<file path="config.mk">
export PLATFORM = sky130hd
export DESIGN_NAME = simt_branch_seq
export DESIGN_NICKNAME = d
export VERILOG_FILES = /design/src/rtl/simt_seq_pkg.sv /design/src/rtl/simt_instr_decode.sv /design/src/rtl/simt_lane_cond.sv /design/src/rtl/simt_lane_mask.sv /design/src/rtl/simt_branch_seq.sv
export SDC_FILE = /design/constraint.sdc
export NUM_CORES = 1
export LEC_CHECK = 0
export BUFFER_PORTS_ARGS = -buffer_cell sky130_fd_sc_hd__buf_2
export CAP_MARGIN = 20
export CORE_MARGIN = 1
export CORE_UTILIZATION = 43
export CTS_BUF_LIST = sky130_fd_sc_hd__clkbuf_4
export CTS_CLUSTER_DIAMETER = 200
export CTS_CLUSTER_SIZE = 40
export DETAILED_ROUTE_END_ITERATION = 8
export HOLD_SLACK_MARGIN = 0.1
export PLACE_DENSITY = 0.9
export SLEW_MARGIN = 20
export SYNTH_ARGS = -nofsm -noshare
export SYNTH_HDL_FRONTEND = slang
export SYNTH_SLANG_ARGS = --single-unit
</file>
<file path="constraint.sdc">
create_clock -name clk -period 2.91 [get_ports clk]
set_clock_uncertainty 0.15 [all_clocks]
set_input_delay 0.1455 -clock clk [delete_from_list [all_inputs] [get_ports clk]]
set_output_delay 0.1455 -clock clk [all_outputs]
set_load 0.01 [all_outputs]
</file>
<file path="src/rtl/simt_seq_pkg.sv">
package simt_seq_pkg;

   localparam int unsigned WORD_W    = 64;
   localparam int unsigned COMP_N    = 4;
   localparam int unsigned TARGET_W  = 10;

   localparam logic [7:0] OPC_BRANCH = 8'h80;
   localparam logic [7:0] OPC_RESYNC = 8'h01;
   localparam logic [7:0] OPC_RETIRE = 8'h00;

   typedef enum logic [1:0] {
      CF_PLAIN  = 2'd0,
      CF_BRANCH = 2'd1,
      CF_RESYNC = 2'd2,
      CF_RETIRE = 2'd3
   } cf_kind_e;

   typedef struct packed {
      cf_kind_e              kind;
      logic [COMP_N-1:0]     comp_sel;
      logic [TARGET_W-1:0]   target;
      logic                  rsv_bad;
   } cf_decode_t;

endpackage

</file>
<file path="src/rtl/simt_instr_decode.sv">
module simt_instr_decode
   import simt_seq_pkg::*;
#(
   parameter int unsigned INSTR_W = 64
) (
   input  logic [INSTR_W-1:0] instr_i,
   output cf_decode_t         dec_o
);

   localparam int unsigned OPC_LSB = INSTR_W - 8;

   if (INSTR_W != WORD_W) begin : g_bad_width
      $error("simt_instr_decode: INSTR_W must equal 64");
   end

   logic [7:0] opc;
   assign opc = instr_i[OPC_LSB +: 8];

   always_comb begin
      dec_o.comp_sel = instr_i[55:52];
      dec_o.target   = instr_i[41:32];
      unique case (opc)
         OPC_BRANCH: dec_o.kind = CF_BRANCH;
         OPC_RESYNC: dec_o.kind = CF_RESYNC;
         OPC_RETIRE: dec_o.kind = CF_RETIRE;
         default:    dec_o.kind = CF_PLAIN;
      endcase
      dec_o.rsv_bad = (opc == OPC_BRANCH) &&
                      ((|instr_i[51:42]) || (|instr_i[31:0]));
   end

endmodule

</file>
<file path="src/rtl/simt_lane_cond.sv">
module simt_lane_cond
   import simt_seq_pkg::*;
#(
   parameter int unsigned LANES = 4
) (
   input  logic [LANES*COMP_N-1:0] flags_i,
   input  logic [COMP_N-1:0]       sel_i,
   input  logic [LANES-1:0]        active_i,
   output logic [LANES-1:0]        pass_o,
   output logic                    any_pass_o
);

   for (genvar g = 0; g < LANES; g++) begin : g_lane
      logic [COMP_N-1:0] lane_f;
      assign lane_f    = flags_i[g*COMP_N +: COMP_N];
      // unselected components read as 1, so an empty select always passes
      assign pass_o[g] = active_i[g] & (&(lane_f | ~sel_i));
   end

   assign any_pass_o = |pass_o;

endmodule

</file>
<file path="src/rtl/simt_lane_mask.sv">
module simt_lane_mask #(
   parameter int unsigned LANES = 4
) (
   input  logic             clk,
   input  logic             rst_n,
   input  logic             take_i,
   input  logic [LANES-1:0] pass_i,
   input  logic             resync_i,
   input  logic             retire_i,
   output logic [LANES-1:0] active_o,
   output logic [LANES-1:0] exited_o,
   output logic             done_o
);

   localparam logic [LANES-1:0] ALL_LANES = {LANES{1'b1}};

   logic [LANES-1:0] active_q, exited_q;
   logic             done_q;

   always_ff @(posedge clk or negedge rst_n) begin
      if (!rst_n) begin
         active_q <= ALL_LANES;
         exited_q <= '0;
         done_q   <= 1'b0;
      end else begin
         done_q <= 1'b0;
         if (take_i) begin
            active_q <= pass_i;
         end else if (resync_i) begin
            active_q <= ~exited_q;
         end else if (retire_i) begin
            exited_q <= exited_q | active_q;
            active_q <= '0;
            done_q   <= ((exited_q | active_q) == ALL_LANES);
         end
      end
   end

   assign active_o = active_q;
   assign exited_o = exited_q;
   assign done_o   = done_q;

   assert_disjoint_masks_R8: assert property (@(posedge clk) disable iff (!rst_n)
      (active_q & exited_q) == '0);

   assert_take_only_narrows_R3: assert property (@(posedge clk) disable iff (!rst_n)
      take_i |=> ((active_q & ~$past(active_q)) == '0));

   assert_resync_restores_R7: assert property (@(posedge clk) disable iff (!rst_n)
      resync_i |=> (active_q == ~exited_q));

   assert_retire_clears_R8: assert property (@(posedge clk) disable iff (!rst_n)
      retire_i |=> (active_q == '0));

   assert_done_all_exited_R9: assert property (@(posedge clk) disable iff (!rst_n)
      done_q |-> (exited_q == ALL_LANES));

   assert_done_single_R9: assert property (@(posedge clk) disable iff (!rst_n)
      done_q |=> !done_q);

endmodule

</file>
<file path="src/rtl/simt_branch_seq.sv">
module simt_branch_seq
   import simt_seq_pkg::*;
#(
   parameter int unsigned LANES    = 4,
   parameter int unsigned PC_W     = 10,
   parameter int unsigned RESET_PC = 0
) (
   input  logic                    clk,
   input  logic                    rst_n,
   input  logic                    instr_valid,
   input  logic [63:0]             instr,
   input  logic [LANES*4-1:0]      lane_flags,
   output logic [PC_W-1:0]         pc,
   output logic [LANES-1:0]        active_mask,
   output logic                    bubble,
   output logic                    illegal,
   output logic                    group_done
);

   localparam logic [LANES-1:0] ALL_LANES = {LANES{1'b1}};

   if (LANES < 1 || LANES > 32) begin : g_bad_lanes
      $error("simt_branch_seq: LANES must be 1..32");
   end
   if (PC_W < 1 || PC_W > TARGET_W) begin : g_bad_pcw
      $error("simt_branch_seq: PC_W must be 1..10");
   end

   cf_decode_t       dec;
   logic [LANES-1:0] lane_pass, exited;
   logic             any_pass;
   logic [PC_W-1:0]  pc_q, pc_d, jump_pc;
   logic             bubble_q, illegal_q;
   logic             retired, accept;
   logic             br_take, br_bad, do_resync, do_retire;

   simt_instr_decode #(.INSTR_W(64)) u_dec (
      .instr_i (instr),
      .dec_o   (dec)
   );

   simt_lane_cond #(.LANES(LANES)) u_cond (
      .flags_i    (lane_flags),
      .sel_i      (dec.comp_sel),
      .active_i   (active_mask),
      .pass_o     (lane_pass),
      .any_pass_o (any_pass)
   );

   if (PC_W == TARGET_W) begin : g_full_target
      assign jump_pc = dec.target;
   end else begin : g_narrow_target
      assign jump_pc = dec.target[PC_W-1:0];
   end

   assign retired   = (exited == ALL_LANES);
   assign accept    = instr_valid && !bubble_q && !retired;
   assign br_bad    = accept && (dec.kind == CF_BRANCH) && dec.rsv_bad;
   assign br_take   = accept && (dec.kind == CF_BRANCH) && !dec.rsv_bad && any_pass;
   assign do_resync = accept && (dec.kind == CF_RESYNC);
   assign do_retire = accept && (dec.kind == CF_RETIRE);

   simt_lane_mask #(.LANES(LANES)) u_mask (
      .clk      (clk),
      .rst_n    (rst_n),
      .take_i   (br_take),
      .pass_i   (lane_pass),
      .resync_i (do_resync),
      .retire_i (do_retire),
      .active_o (active_mask),
      .exited_o (exited),
      .done_o   (group_done)
   );

   always_comb begin
      if (br_take)                pc_d = jump_pc;
      else if (accept && !br_bad) pc_d = pc_q + PC_W'(1);
      else                        pc_d = pc_q;
   end

   always_ff @(posedge clk or negedge rst_n) begin
      if (!rst_n) begin
         pc_q      <= PC_W'(RESET_PC);
         bubble_q  <= 1'b0;
         illegal_q <= 1'b0;
      end else begin
         pc_q      <= pc_d;
         bubble_q  <= br_take;
         illegal_q <= br_bad;
      end
   end

   assign pc      = pc_q;
   assign bubble  = bubble_q;
   assign illegal = illegal_q;

   assert_bubble_after_take_R6: assert property (@(posedge clk) disable iff (!rst_n)
      bubble_q |-> $past(br_take));

   assert_bubble_discards_R6: assert property (@(posedge clk) disable iff (!rst_n)
      bubble_q |=> ($stable(pc_q) && $stable(active_mask)));

   assert_bad_branch_holds_R5: assert property (@(posedge clk) disable iff (!rst_n)
      br_bad |=> ($stable(pc_q) && $stable(active_mask)));

   assert_retired_frozen_R9: assert property (@(posedge clk) disable iff (!rst_n)
      retired |=> ($stable(pc_q) && $stable(active_mask) && !bubble_q));

   assert_one_command_R2: assert property (@(posedge clk) disable iff (!rst_n)
      $countones({br_take, br_bad, do_resync, do_retire}) <= 1);

endmodule

</file>
==> flow_summary_export.csv <==
group,metric,value,unit
global_routing,grt_max_degree,22,
run_status,status,"complete, no violations",
drt,ant_nets,0,
timing,fin_hold_ws,117.9,ps
synth,synthTopCellsByArea,"dfrtp_1, nor4_1, mux2i_1",
power_and_ir_drop,ir_drop,180.6,uV
global_routing,antenna_found_initial,0,
synth,synth.largest_area_cell,"dfrtp_1",
timing,fin_ws,156.3,ps
critical_path,path_cells,"and4_1, or4_4, or4_1, a41oi_2, buf_12, nor3b_1, a221o_1",
timing,hold_viol,0,
placement,place_ws,56.29,ps
drt,routed_wl,4848,um
clock_tree,numCtsBuffers,3,
die,core,0.003337,mm^2
global_routing,grt_pass1_wl,7458,um
cells_and_area,mostFrequentLayoutCell,"buf_2",
synth,avgSynthCellArea,8.736,um^2
placement,dp_hpwl,3515,um
drt,via_per_inst,5.639,
critical_path,cpMaxStageDelayCell,"or4_4",
cells_and_area,area_growth,52.26,%
synth,ys_ff_latch,21,
placement,numPortBuffers,99,
clock_tree,clock_latency,310,ps
cells_and_area,layout_common_cells,"buf_2, nor4_1, inv_1, dlygate4sd3_1, dfrtp_1",
drt,wl_per_cell,14.34,um
die,rows,21,
drt,vias,1906,
synth,syn_nets,255,
drt,first_pass_iters,4,
die,die_area,0.003714,mm^2
critical_path,end_kind,"flip-flop",
synth,syn-cell-area,0.001494,mm^2
drt,drc,0,
critical_path,cp.arrival,2800,ps
cells_and_area,nets,377,
synth,yosysSeqAreaShare,35.51,%
worst_hold_path,hold_path.class,"in -> reg",
critical_path,cpPeakStageDelay,550,ps
clock_tree,path_clk_slew,120,ps
power_and_ir_drop,finalPower,0.0009144,W
synth,ys_warn_count,0,
timing,finalSetupTns,0,ps
critical_path,critPathLaunchType,"flip-flop",
synth,syn-instance-count,171,
placement,routabilityCongestion,0.8206,
synth,synth_top_area_share,28.48,%
timing,worst_slew_pin_slew,792.5,ps
run,max-cap-violations,0,
timing,fin_crit_sh,94.63,%
timing,period_needed,2754,ps
cells_and_area,antennaDiodeCount,0,
synth,synth_cell_types,35,
power_and_ir_drop,p_per_area,402.0,mW/mm^2
global_routing,grt-ovfl-total,0,
cells_and_area,num-fill-cells,284,
drt,drtIter0Drc,120,
critical_path,cp.required,2960,ps
timing,rsz0062_at_grt,"false",
timing,slew_headroom,46.68,%
clock_tree,clock_path_buffers,2,
clock_tree,post-cts-setup-buffers,0,
die,initial_utilization,44.77,%
synth,synth-edff-count,0,
global_routing,first_global_vias,1797,
global_routing,grt_use_total,26.95,%
die,chipHeight,60.94,um
timing,setup_viol,0,
clock_tree,tritoncts,"yes",
cells_and_area,drive_gt1_share,40.07,%
synth,synthArstFlopShare,100.0,%
die,die_w,60.94,um
timing,final_max_slew_viol_count,0,
critical_path,cp_max_fo,11,
critical_path,path_class,"reg -> reg",
die,num_io_pins,100,
clock_tree,cts_sinks,21,
clock_tree,htree_levels,1,
timing,fmax,0.3631,GHz
power_and_ir_drop,p_leak,1.127,nW
clock_tree,root_buffer,"clkbuf_4",
synth,ys.flop_type,"dfrtp_1",
==> critical path, delay by kind of cell (launching register included) <==
family	cells	cell delay (ps)
and+or+nand+nor	4	1410
AOI/OAI and AO/OA	2	480
buffers and inverters	1	170
DFF	1	430
==> cell families (layout without fill, tap and decap cells) <==
kind of cell	Yosys count	in the layout	share of synthesized area [%]
buf+inv	22	143	6.113
fa+ha+maj	1	1	0.8374
flops	21	21	35.51
mux	13	13	8.710
simple gates	79	79	30.65
compound gates	35	35	18.17
==> stage by stage <==
step	instance area (um^2)	std cells	utilization (%)
2_1_floorplan	1494	171	-
3_3_place_gp	2062	316	61.79
5_1_grt	2275	338	68.17
4_1_cts	2270	338	68.02
6_report	2275	338	68.17
3_5_place_dp	2062	316	61.79
==> state kept, by name, summed over array words and instances, names as in the netlist <==
signal and count:
bubble 1, u_mask.exited_o 4, pc 10, illegal 1, u_mask.done_o 1, u_mask.active_o 4
==> report_power, final <==
part / switching (W) / internal [W] / total (W)
registers: 0.0000802 / 0.000352 / 0.000432
logic: 0.000164 / 0.000172 / 0.000336
clock network: 0.0000947 / 0.0000513 / 0.000146
==> worst paths after layout <==
check	start	cells after the start	slack [ps]	endpoint
setup / recovery	u_mask.exited_o[3]$_DFFE_PN0P_	7	160	pc[0]$_DFFE_PN0P_
hold / removal	instr[4]	6	120	bubble$_DFF_PN0_
setup reg to reg	u_mask.exited_o[3]$_DFFE_PN0P_	7	160	pc[0]$_DFFE_PN0P_
hold reg to reg	u_mask.exited_o[1]$_DFFE_PN0P_	1	380	u_mask.exited_o[1]$_DFFE_PN0P_
max in group asynchronous	rst_n	2	2100	u_mask.active_o[0]$_DFFE_PN1P_
min in group asynchronous	rst_n	2	150	pc[5]$_DFFE_PN0P_
==> area by class of cell <==
| type | count | area [um^2] | area share, % |
|---|---|---|---|
| clock inverters | 1 | 5.005 | 0.2200 |
| repair buffers | 120 | 710.7 | 31.24 |
| multi-input cells | 128 | 877.1 | 38.56 |
| clock buffers | 3 | 22.52 | 0.9901 |
| inverters | 19 | 71.32 | 3.135 |
| flip-flops and latches | 21 | 530.5 | 23.32 |
| well taps | 46 | 57.56 | 2.530 |
==> cells in the mapped netlist, types with 5 or more instances <==
master,n
nor4_1,21
and3_1,7
nand2_1,5
inv_1,19
nor2_1,10
nand4_1,5
nand2b_1,5
nor3_1,6
mux2i_1,13
o21ai_0,8
dfrtp_1,17
a21oi_1,5
nand3_1,9
==> routing by layer <==
| metal | vias up | GRT usage, % | part of all wire, % | wire length (um) |
|---|---|---|---|---|
| li1 | 913 | - | - | - |
| met1 | 878 | 31.31 | 39 | 1894 |
| met2 | 105 | 49.92 | 53 | 2578 |
| met3 | 10 | 4.051 | 6.2 | 300 |
| met4 | 0 | 9.740 | 1.5 | 74 |
| met5 | - | 0 | 0 | 0 |
==> what timing repair did <==
action                                 4_1_cts  5_1_grt
setup endpoints to repair                    0        1
endpoints found under the hold margin       33        0
hold buffers                                18        0
gates resized for setup                      0        1
Power figures use the tool's default switching activity.
